<file path="config.mk">
export PLATFORM = sky130hd
export DESIGN_NAME = wake_irq_capture
export DESIGN_NICKNAME = d
export VERILOG_FILES = /design/src/rtl/wic_pkg.sv /design/src/rtl/wic_cfg_regs.sv /design/src/rtl/wic_detect.sv /design/src/rtl/wic_pending.sv /design/src/rtl/wake_irq_capture.sv
export SDC_FILE = /design/constraint.sdc
export NUM_CORES = 1
export LEC_CHECK = 0
export BUFFER_PORTS_ARGS = -buffer_cell sky130_fd_sc_hd__clkbuf_2
export CORE_UTILIZATION = 45
export CTS_CLUSTER_SIZE = 16
export DETAILED_ROUTE_END_ITERATION = 8
export SYNTH_ARGS = -nofsm -noshare
export SYNTH_HDL_FRONTEND = slang
export SYNTH_HIERARCHICAL = 1
export SYNTH_SLANG_ARGS = --single-unit
</file>
<file path="constraint.sdc">
create_clock -name clk -period 2.9 [get_ports clk]
set_clock_uncertainty 0.15 [all_clocks]
set_input_delay 0.58 -clock clk [delete_from_list [all_inputs] [get_ports clk]]
set_output_delay 0.58 -clock clk [all_outputs]
set_load 0.01 [all_outputs]
</file>
<file path="src/rtl/wic_pkg.sv">
package wic_pkg;
  typedef enum logic [3:0] {
    BK_CTRL     = 4'd0,
    BK_MASK_ST  = 4'd1,
    BK_MASK_SET = 4'd2,
    BK_MASK_CLR = 4'd3,
    BK_SENS_ST  = 4'd4,
    BK_SENS_SET = 4'd5,
    BK_SENS_CLR = 4'd6,
    BK_POL_ST   = 4'd7,
    BK_POL_SET  = 4'd8,
    BK_POL_CLR  = 4'd9,
    BK_PEND     = 4'd10,
    BK_ACK      = 4'd11
  } bank_e;

  localparam int CTL_EN   = 0;
  localparam int CTL_EDGE = 1;
  localparam int CTL_SRST = 2;
  localparam int WORD_W   = 32;
endpackage

</file>
<file path="src/rtl/wic_cfg_regs.sv">
module wic_cfg_regs
  import wic_pkg::*;
#(
  parameter int NUM_GROUPS = 2,
  localparam int NL = NUM_GROUPS * WORD_W,
  localparam int GW = (NUM_GROUPS > 1) ? $clog2(NUM_GROUPS) : 1,
  localparam int AW = 4 + GW
) (
  input  logic              clk,
  input  logic              rst_n,
  input  logic              wen,
  input  logic [AW-1:0]     waddr,
  input  logic [WORD_W-1:0] wdata,
  input  logic [AW-1:0]     raddr,
  input  logic [NL-1:0]     pend,
  output logic [WORD_W-1:0] rdata,
  output logic [NL-1:0]     mask_q,
  output logic [NL-1:0]     sens_q,
  output logic [NL-1:0]     pol_q,
  output logic [NL-1:0]     ack,
  output logic              en_q,
  output logic              edge_only_q,
  output logic              srst_q
);
  bank_e          wbank, rbank;
  logic [GW-1:0]  wgrp, rgrp;

  assign wbank = bank_e'(waddr[AW-1 -: 4]);
  assign wgrp  = waddr[GW-1:0];
  assign rbank = bank_e'(raddr[AW-1 -: 4]);
  assign rgrp  = raddr[GW-1:0];

  // control word
  always_ff @(posedge clk or negedge rst_n) begin
    if (!rst_n) begin
      en_q        <= 1'b0;
      edge_only_q <= 1'b0;
      srst_q      <= 1'b0;
    end else if (wen && wbank == BK_CTRL) begin
      en_q        <= wdata[CTL_EN];
      edge_only_q <= wdata[CTL_EDGE];
      srst_q      <= wdata[CTL_SRST];
    end else begin
      srst_q      <= 1'b0;
    end
  end

  for (genvar g = 0; g < NUM_GROUPS; g++) begin : g_grp
    logic sel;
    assign sel = wen && (wgrp == GW'(g));

    always_ff @(posedge clk or negedge rst_n) begin
      if (!rst_n) begin
        mask_q[g*WORD_W +: WORD_W] <= '1;
        sens_q[g*WORD_W +: WORD_W] <= '0;
        pol_q[g*WORD_W +: WORD_W]  <= '0;
      end else if (srst_q) begin
        mask_q[g*WORD_W +: WORD_W] <= '1;
        sens_q[g*WORD_W +: WORD_W] <= '0;
        pol_q[g*WORD_W +: WORD_W]  <= '0;
      end else if (sel) begin
        case (wbank)
          BK_MASK_SET: mask_q[g*WORD_W +: WORD_W] <= mask_q[g*WORD_W +: WORD_W] | wdata;
          BK_MASK_CLR: mask_q[g*WORD_W +: WORD_W] <= mask_q[g*WORD_W +: WORD_W] & ~wdata;
          BK_SENS_SET: sens_q[g*WORD_W +: WORD_W] <= sens_q[g*WORD_W +: WORD_W] | wdata;
          BK_SENS_CLR: sens_q[g*WORD_W +: WORD_W] <= sens_q[g*WORD_W +: WORD_W] & ~wdata;
          BK_POL_SET:  pol_q[g*WORD_W +: WORD_W]  <= pol_q[g*WORD_W +: WORD_W] | wdata;
          BK_POL_CLR:  pol_q[g*WORD_W +: WORD_W]  <= pol_q[g*WORD_W +: WORD_W] & ~wdata;
          default: ;
        endcase
      end
    end

    assign ack[g*WORD_W +: WORD_W] = (sel && wbank == BK_ACK) ? wdata : '0;
  end

  // read mux
  always_comb begin
    rdata = '0;
    if (int'(rgrp) < NUM_GROUPS) begin
      case (rbank)
        BK_CTRL:    rdata = {29'd0, srst_q, edge_only_q, en_q};
        BK_MASK_ST: rdata = mask_q[rgrp*WORD_W +: WORD_W];
        BK_SENS_ST: rdata = sens_q[rgrp*WORD_W +: WORD_W];
        BK_POL_ST:  rdata = pol_q[rgrp*WORD_W +: WORD_W];
        BK_PEND:    rdata = pend[rgrp*WORD_W +: WORD_W];
        default:    rdata = '0;
      endcase
    end
  end


  srst_defaults_chk: assert property (@(posedge clk) disable iff (!rst_n)
    srst_q |=> (mask_q == '1 && sens_q == '0 && pol_q == '0));


  srst_selfclear_chk: assert property (@(posedge clk) disable iff (!rst_n)
    (srst_q && !(wen && wbank == BK_CTRL)) |=> !srst_q);
endmodule

</file>
<file path="src/rtl/wic_detect.sv">
module wic_detect #(
  parameter int NL = 64
) (
  input  logic          clk,
  input  logic          rst_n,
  input  logic [NL-1:0] irq_in,
  input  logic [NL-1:0] mask,
  input  logic [NL-1:0] sens,
  input  logic [NL-1:0] pol,
  input  logic          en,
  input  logic          edge_only,
  output logic [NL-1:0] hit
);
  logic [NL-1:0] s1_q, s2_q, prev_q;
  logic [NL-1:0] act, prev_act, use_level, det;

  always_ff @(posedge clk or negedge rst_n) begin
    if (!rst_n) begin
      s1_q   <= '0;
      s2_q   <= '0;
      prev_q <= '0;
    end else begin
      s1_q   <= irq_in;
      s2_q   <= s1_q;
      prev_q <= s2_q;
    end
  end

  assign act       = ~(s2_q ^ pol);
  assign prev_act  = ~(prev_q ^ pol);
  assign use_level = sens & {NL{~edge_only}};
  assign det       = (use_level & act) | (~use_level & act & ~prev_act);
  assign hit       = det & ~mask & {NL{en}};


  hit_needs_active_chk: assert property (@(posedge clk) disable iff (!rst_n)
    (hit & ~(s2_q ^ pol) ) == hit);
endmodule

</file>
<file path="src/rtl/wic_pending.sv">
module wic_pending #(
  parameter int NL = 64
) (
  input  logic          clk,
  input  logic          rst_n,
  input  logic          srst,
  input  logic [NL-1:0] hit,
  input  logic [NL-1:0] ack,
  output logic [NL-1:0] pend_q
);
  always_ff @(posedge clk or negedge rst_n) begin
    if (!rst_n)      pend_q <= '0;
    else if (srst)   pend_q <= '0;
    else             pend_q <= (pend_q & ~ack) | hit;
  end


  clear_only_by_ack_chk: assert property (@(posedge clk) disable iff (!rst_n)
    !$past(srst) |-> (($past(pend_q) & ~pend_q & ~$past(ack)) == '0));


  ack_hit_keep_chk: assert property (@(posedge clk) disable iff (!rst_n)
    !$past(srst) |-> (($past(hit) & $past(ack) & ~pend_q) == '0));


  set_needs_hit_chk: assert property (@(posedge clk) disable iff (!rst_n)
    ((pend_q & ~$past(pend_q) & ~$past(hit)) == '0));


  srst_clears_chk: assert property (@(posedge clk) disable iff (!rst_n)
    srst |=> (pend_q == '0));
endmodule

</file>
<file path="src/rtl/wake_irq_capture.sv">
module wake_irq_capture
  import wic_pkg::*;
#(
  parameter int NUM_GROUPS = 2,
  localparam int NL = NUM_GROUPS * 32,
  localparam int GW = (NUM_GROUPS > 1) ? $clog2(NUM_GROUPS) : 1,
  localparam int AW = 4 + GW
) (
  input  logic          clk,
  input  logic          rst_n,
  input  logic [NL-1:0] irq_in,
  input  logic          bus_wen,
  input  logic [AW-1:0] bus_waddr,
  input  logic [31:0]   bus_wdata,
  input  logic [AW-1:0] bus_raddr,
  output logic [31:0]   bus_rdata
);
  logic [NL-1:0] mask, sens, pol, ack, hit, pend;
  logic          en, edge_only, srst;

  wic_cfg_regs #(.NUM_GROUPS(NUM_GROUPS)) u_regs (
    .clk(clk), .rst_n(rst_n), .wen(bus_wen), .waddr(bus_waddr),
    .wdata(bus_wdata), .raddr(bus_raddr), .pend(pend), .rdata(bus_rdata),
    .mask_q(mask), .sens_q(sens), .pol_q(pol), .ack(ack),
    .en_q(en), .edge_only_q(edge_only), .srst_q(srst)
  );

  wic_detect #(.NL(NL)) u_det (
    .clk(clk), .rst_n(rst_n), .irq_in(irq_in), .mask(mask), .sens(sens),
    .pol(pol), .en(en), .edge_only(edge_only), .hit(hit)
  );

  wic_pending #(.NL(NL)) u_pend (
    .clk(clk), .rst_n(rst_n), .srst(srst), .hit(hit), .ack(ack),
    .pend_q(pend)
  );


  no_capture_when_off_chk: assert property (@(posedge clk) disable iff (!rst_n)
    !$past(en) |-> ((pend & ~$past(pend)) == '0));


  no_capture_masked_chk: assert property (@(posedge clk) disable iff (!rst_n)
    ((pend & ~$past(pend) & $past(mask)) == '0));
endmodule

</file>
==> key figures, run 1 <==
Clocking
  – CTS max path bufs: 3
  – Root buf cell: clkbuf_16
  – Clk slew on worst S/H paths: 0.06 ns
  – TritonCTS Buffers: 49
  – Clk sinks: 451
  – CTS tree: yes
  – Clock Latency Late Sink: 0.59 ns
  – CTS H-tree depth: 2

Setup path
  – Largest stage delay, worst path: 0.74 ns
  – CP max FO: 11
  – R2R depth: 5
  – Worst EP arrival: 2.15 ns
  – CP top delay family: simple AND/OR/NAND/NOR gates
  – Setup crit end kind: output pin
  – Slowest CP cell: or4b_2
  – Levels on crit path: 5
  – R2R Setup Slk: 0.86 ns
  – Reg2reg start: u_regs/srst_q
  – Critical-path cell list: buf_4 > or4b_2 > buf_4 > o22ai_1 > clkbuf_2
  – Critical Path Most Common Cell: buf_4
  – Crit start category: primary input
  – FF-to-FF End: u_regs/mask_q[61]
  – Worst setup path startpoint: bus_raddr[4]
  – Worst setup path endpoint: bus_rdata[22]
  – Critical Path RT: 2.17 ns
  – WS Path Type: primary input to output pin
  – CP Buf/Inv Count: 3

Place
  – Dpl cell area: 22490 sq um
  – Final estimated routing congestion in global placement: 0.8125
  – Port Buf Inserts: 140
  – Detailed placement HPWL: 33.82 mm
  – Placed Cells: 2438

Synthesis
  – Synth Area per Inst: 11.57 sq um
  – Async set-reset flop share out of synthesis: 1.000
  – Post-Synthesis Cell Area: 20820 sq um
  – Seq cells post-synth: 451
  – Cells after Synth: 1800
  – Ys Warns: 6
  – Distinct cells, synth: 49
  – Post-Syn Nets: 1909
  – Synth Flop Type: dfrtp_1
  – EDFF count, synth: 0
  – Post-synthesis sequential area ratio: 0.5460

Routing
  – Highest routed metal layer: met4
  – Via-to-Cell Ratio: 5.926
  – M1 WL: 25.68 mm
  – DR iter-0 viols: 1228
  – WL final: 58.95 mm
  – Metal3 WL: 3.588 mm
  – Pre-antenna DRT Iters: 5
  – DR WL/cell: 22.67 um
  – Routed wl met2: 28.15 mm
  – Residual DRC: 0
  – Total number of vias: 15408
  – Routed Antenna Nets: 0

Power
  – Total power: 0.01861 W
  – Power per cell area: 746.4 nW/um^2
  – VDD IR-drop max: 0.4275 mV
  – Leak: 10.23 nW

Finish
  – Cell Count, Final, Fillers Out: 2600
  – Most frequent cells in the layout: dfrtp_1 (385), a21oi_1 (318), clkbuf_2 (130)
  – Layout cell share with drive strength beyond 1: 0.2716
  – Nets: 2067
  – Final instance area: 24930 sq um
  – Layout area overhead: 19.77%
  – Commonest non-fill, non-tap cell in the layout: dfrtp_1

STA
  – Fin crit share: 0.9935
  – Tmin final: 2.881 ns
  – Tightest Pin Transition: 0.6678 ns
  – Pins Over Slew Limit: 0
  – Final setup viols: 0
  – Max_slew headroom: 0.5507
  – Hold Vio Cnt, Final: 0
  – RSZ-0062 raised after global routing: yes
  – Fmax: 0.3471 GHz

Die
  – Row cnt: 78
  – Die X: 217.1 um
  – Core area: 45480 sq um
  – Num ports: 141
  – DIE AREA: 47130 sq um
  – Die height: 217.1 um
  – Initial core utilization: 0.4577

Global route
  – First-pass GRT wire length: 93.05 mm
  – Gr usage total: 0.2550
  – Vias in the first global route: 15796
  – Largest net degree at the start of global routing: 84
  – Remaining Overflow, GRT: 0
  – Initial antenna violation count: 1

Worst hold path
  – Min-Delay Path Class: primary input to flip-flop

Outcome
  – Outcome: finished clean

Job
  – MaxCap Viol Count: 0
-- worst reg2reg max path, cell delays in order, from the launching register on --
cell,delay [ns]
dfrtp_4,0.62
nor3_1,0.24
nand3_1,0.21
nor2b_4,0.34
buf_12,0.28
a21oi_1,0.12
-- layout make-up --
class / instances / area [sq um]
fill: 3964 / 20540
sequential: 451 / 11370
multi-input combinational: 1105 / 8462
timing repair buffer: 282 / 2412
clock buffer: 78 / 1498
tap: 600 / 750.7
inverter: 69 / 261.5
clock inverter: 14 / 176.4
antenna: 1 / 2.502
-- cells in the mapped netlist, types with 2 or more instances --
library cell	count	area share
o22ai_1	29	0.0087
nor2b_1	6	0.0018
dfrtp_1	387	0.47
buf_6	7	0.0038
nor4b_1	4	0.0017
nor3_1	2	0.00048
and2_1	70	0.021
mux2_2	2	0.0011
buf_2	31	0.0075
a22o_1	63	0.027
a221o_1	7	0.0034
nand4b_1	3	0.0013
nand2b_1	64	0.019
nor4b_2	61	0.044
and3b_1	3	0.0013
clkbuf_1	129	0.023
a32o_1	6	0.0029
a221oi_1	58	0.024
a41o_1	2	0.00096
nand2_1	7	0.0013
xor2_1	127	0.053
a21oi_1	318	0.076
buf_12	6	0.0058
a21oi_2	60	0.025
nor4bb_1	2	0.00096
dfstp_2	64	0.081
nor2_1	7	0.0013
nand3_1	2	0.00048
a311oi_1	123	0.052
inv_1	68	0.012
nor3b_1	2	0.00072
mux2i_1	31	0.015
o21ai_0	2	0.00048
or2_2	32	0.0096
-- stage by stage --
stage,util,TNS [ns],setup slack (ns),hold WS [ns]
3_3_place_gp,0.4944,-0.2923,-0.08844,0.1820
2_1_floorplan,-,0,0.1425,0.1344
6_report,0.5483,0,0.01886,0.1697
3_5_place_dp,0.4944,-0.6745,-0.08518,0.1847
5_1_grt,0.5483,-0.02139,-0.009076,0.1694
4_1_cts,0.5470,0,0.0008775,0.1288
-- layer usage --
| layer | up-vias | global-route usage |
|---|---|---|
| li1 | 6950 | - |
| met1 | 7791 | 0.3522 |
| met2 | 556 | 0.4105 |
| met3 | 111 | 0.03564 |
| met4 | 0 | 0.09061 |
| met5 | - | 0 |
-- repair_timing --
item,CTS,global route
endpoints found under the hold margin,101,0
resized for setup,11,13
setup endpoints to repair,24,16
buffers inserted,2,3
hold buffers,65,0
pin swaps,7,9
-- flip-flops by register name, summed over array words and instances, names as in the netlist --
register / count
u_det/prev_q: 64
u_det/s1_q: 64
u_det/s2_q: 64
u_pend/pend_q: 64
u_regs/edge_only_q: 1
u_regs/en_q: 1
u_regs/mask_q: 64
u_regs/pol_q: 64
u_regs/sens_q: 64
u_regs/srst_q: 1
-- worst min-delay path by stage --
| stage | from | end | slack [ns] | cells past startpoint |
|---|---|---|---|---|
| floorplan | rst_n | u_det/prev_q[0] | 0.13 | 0 |
| global placement | u_det/s1_q[20] | u_det/s2_q[20] | 0.18 | 0 |
| detailed placement | u_det/s1_q[59] | u_det/s2_q[59] | 0.18 | 0 |
| CTS | bus_wdata[27] | u_regs/mask_q[27] | 0.13 | 2 |
| global route | bus_wdata[16] | u_regs/mask_q[48] | 0.17 | 2 |
| finish | bus_wdata[13] | u_regs/mask_q[13] | 0.17 | 2 |
-- cell families (layout without fill, tap and decap cells) --
kind of cell           count (synthesis)  in the layout  synth area share
AO/OA/AOI/OAI                        673            673            0.2227
flip-flops                           451            451            0.5460
AND/OR/NAND/NOR                      271            271            0.1081
buffers and inverters                244            443           0.05337
XOR/XNOR                             128            128           0.05385
multiplexers                          33             33           0.01599
other                                  0              1                 0
-- power by group --
group	leakage [nW]	total, W	internal [W]	switching, W
sequential	5.22	0.00879	0.00772	0.00107
clock	0.825	0.00643	0.00389	0.00254
combinational	4.19	0.00339	0.00168	0.00172
Power figures use the tool's default switching activity.
==> run 2, diff against run 1 <==
--- a/config.mk
+++ b/config.mk
@@ -9,6 +9,7 @@
 export CORE_UTILIZATION = 45
 export CTS_CLUSTER_SIZE = 16
 export DETAILED_ROUTE_END_ITERATION = 8
+export RECOVER_POWER = 25
 export SYNTH_ARGS = -nofsm -noshare
 export SYNTH_HDL_FRONTEND = slang
 export SYNTH_HIERARCHICAL = 1
==> key figures, run 2 (synthesized netlist as in run 1, its figures left out) <==
Outcome
  – Outcome: finished clean

Routing
  – DR WL/cell: 22.73 um (+0.26%)
  – WL final: 59.10 mm (+0.26%)
  – Total number of vias: 15459 (+0.33%)
  – DR iter-0 viols: 1227 (-0.081%)
  – Routed Antenna Nets: 0 (unchanged)
  – Via-to-Cell Ratio: 5.946 (+0.33%)
  – Residual DRC: 0 (unchanged)
  – Pre-antenna DRT Iters: 5 (unchanged)

Worst hold path
  – Min-Delay Path Class: primary input to flip-flop

STA
  – Pins Over Slew Limit: 0 (unchanged)
  – Hold Vio Cnt, Final: 0 (unchanged)
  – Tightest Pin Transition: 1.350 ns (+0.6821 ns)
  – Setup WS post-layout: 0.01971 ns (+0.0008502 ns)
  – Fin crit share: 0.9932 (about the same)
  – Tmin final: 2.880 ns (-0.0008502 ns)
  – RSZ-0062 raised after global routing: yes
  – Max_slew headroom: 0.1001 (-0.4506)
  – Worst hold slack: 0.1703 ns (+0.0005910 ns)
  – Fmax: 0.3472 GHz (about the same)
  – Final setup viols: 0 (unchanged)

Setup path
  – Critical-path cell list: buf_4 > or4b_2 > buf_4 > o22ai_1 > clkbuf_2
  – WS Path Type: primary input to output pin
  – CP max FO: 11 (unchanged)
  – Worst EP arrival: 2.15 ns (about the same)
  – Setup crit end kind: output pin
  – Critical Path Most Common Cell: buf_4
  – Largest stage delay, worst path: 0.74 ns (about the same)
  – Crit start category: primary input
  – CP top delay family: simple AND/OR/NAND/NOR gates
  – CP Buf/Inv Count: 3 (unchanged)
  – Critical Path RT: 2.17 ns (about the same)
  – Slowest CP cell: or4b_2

Job
  – MaxCap Viol Count: 0 (unchanged)

Die
  – Row cnt: 78 (unchanged)
  – Die X: 217.1 um (unchanged)
  – Initial core utilization: 0.4577 (unchanged)
  – DIE AREA: 47130 sq um (unchanged)
  – Core area: 45480 sq um (unchanged)
  – Die height: 217.1 um (unchanged)
  – Num ports: 141 (unchanged)

Clocking
  – CTS max path bufs: 3 (unchanged)
  – CTS H-tree depth: 2 (unchanged)
  – Clk sinks: 451 (unchanged)
  – Root buf cell: clkbuf_16
  – CTS tree: yes
  – Clock Latency Late Sink: 0.59 ns (about the same)
  – Clk slew on worst S/H paths: 0.06 ns (about the same)
  – TritonCTS Buffers: 49 (unchanged)

Finish
  – Cell Count, Final, Fillers Out: 2600 (unchanged)
  – Post-layout util: 0.5478 (about the same)
  – Commonest non-fill, non-tap cell in the layout: dfrtp_1
  – Layout cell share with drive strength beyond 1: 0.2681 (-0.003502)
  – Nets: 2067 (unchanged)
  – Layout area overhead: 19.68% (about the same)
  – Fillers: 3967 (+0.076%)
  – Most frequent cells in the layout: dfrtp_1 (385), a21oi_1 (318), xor2_1 (127)

Global route
  – Remaining Overflow, GRT: 0 (unchanged)
  – Largest net degree at the start of global routing: 84 (unchanged)
  – First-pass GRT wire length: 93.05 mm (unchanged)
  – Gr usage total: 0.2550 (unchanged)
  – Vias in the first global route: 15796 (unchanged)
  – Initial antenna violation count: 1 (unchanged)

Place
  – Port Buf Inserts: 140 (unchanged)
  – Pre-CTS setup slack: -0.08518 ns (unchanged)
  – Detailed placement HPWL: 33.82 mm (unchanged)
  – Final estimated routing congestion in global placement: 0.8125 (unchanged)
  – Placed Cells: 2438 (unchanged)

Power
  – VDD IR-drop max: 0.4276 mV (about the same)
  – Leak: 10.21 nW (-0.24%)
  – Power per cell area: 746.9 nW/um^2 (about the same)
-- run 2: cell types whose count changed in the layout (fill, tap and decap cells not counted) --
cell      delta
clkbuf_2     -6
buf_8        -1
clkbuf_1     +7
-- run 2: repair_timing --
item / CTS / global route
gates resized for setup: 11 / 13
pin swaps: 7 / 9
hold endpoints to repair: 101 / 0
endpoints found under the setup margin: 24 / 16
hold buffers: 65 / 0
buffers inserted: 2 / 3
-- run 2: area by class of cell --
cell class	instances	area [sq um]	share of cell area
Clock inverter	14	176.4	0.007081
Clock buffer	78	1498	0.06011
Tap cell	600	750.7	0.03013
Multi-Input combinational cell	1105	8462	0.3396
Antenna cell	1	2.502	0.0001004
Timing Repair Buffer	282	2394	0.09607
Inverter	69	261.5	0.01050
Sequential cell	451	11370	0.4564
-- run 2: worst paths after layout --
kind                                      from           endpoint  slack [ns]  depth (start not counted)
worst max register to register   u_regs/srst_q  u_regs/mask_q[61]        0.85                          5
worst max-delay path              bus_raddr[4]      bus_rdata[22]        0.02                          5
max in group asynchronous                rst_n  u_regs/mask_q[19]        0.65                          4
worst min register to register  u_det/s1_q[59]     u_det/s2_q[59]        0.19                          0
worst min-delay path             bus_wdata[10]  u_regs/mask_q[42]        0.17                          2
min in group asynchronous                rst_n   u_det/prev_q[34]        0.68                          2
-- run 2: report_power, final --
group | internal [W] | total (W) | switching (W)
Sequential | 0.00772 | 0.00879 | 0.00108
Clock | 0.00389 | 0.00642 | 0.00254
Combinational | 0.00167 | 0.00339 | 0.00172
-- run 2: worst register-to-register path, stage by stage (launching register included) --
cell,delay (ns)
dfrtp_4,0.62
nor3_1,0.24
nand3_1,0.21
nor2b_4,0.34
buf_12,0.29
a21oi_1,0.12
-- run 2: through the flow --
step	setup TNS [ns]	power [W]	cell area, sq um
finish	0	0.01861	24920
global route	-0.02139	0.01956	24920
CTS	0	0.01877	24880
detailed placement	-0.6745	0.01217	22490
global placement	-0.2923	0.01204	22490
floorplan	0	0.01100	20820
-- run 2: metal layers --
layer / vias to the layer above / track usage / share of wire
met5: - / 0 / 0
met3: 115 / 0.03564 / 0.067
li1: 6959 / - / -
met4: 0 / 0.09061 / 0.026
met1: 7799 / 0.3522 / 0.43
met2: 586 / 0.4105 / 0.48
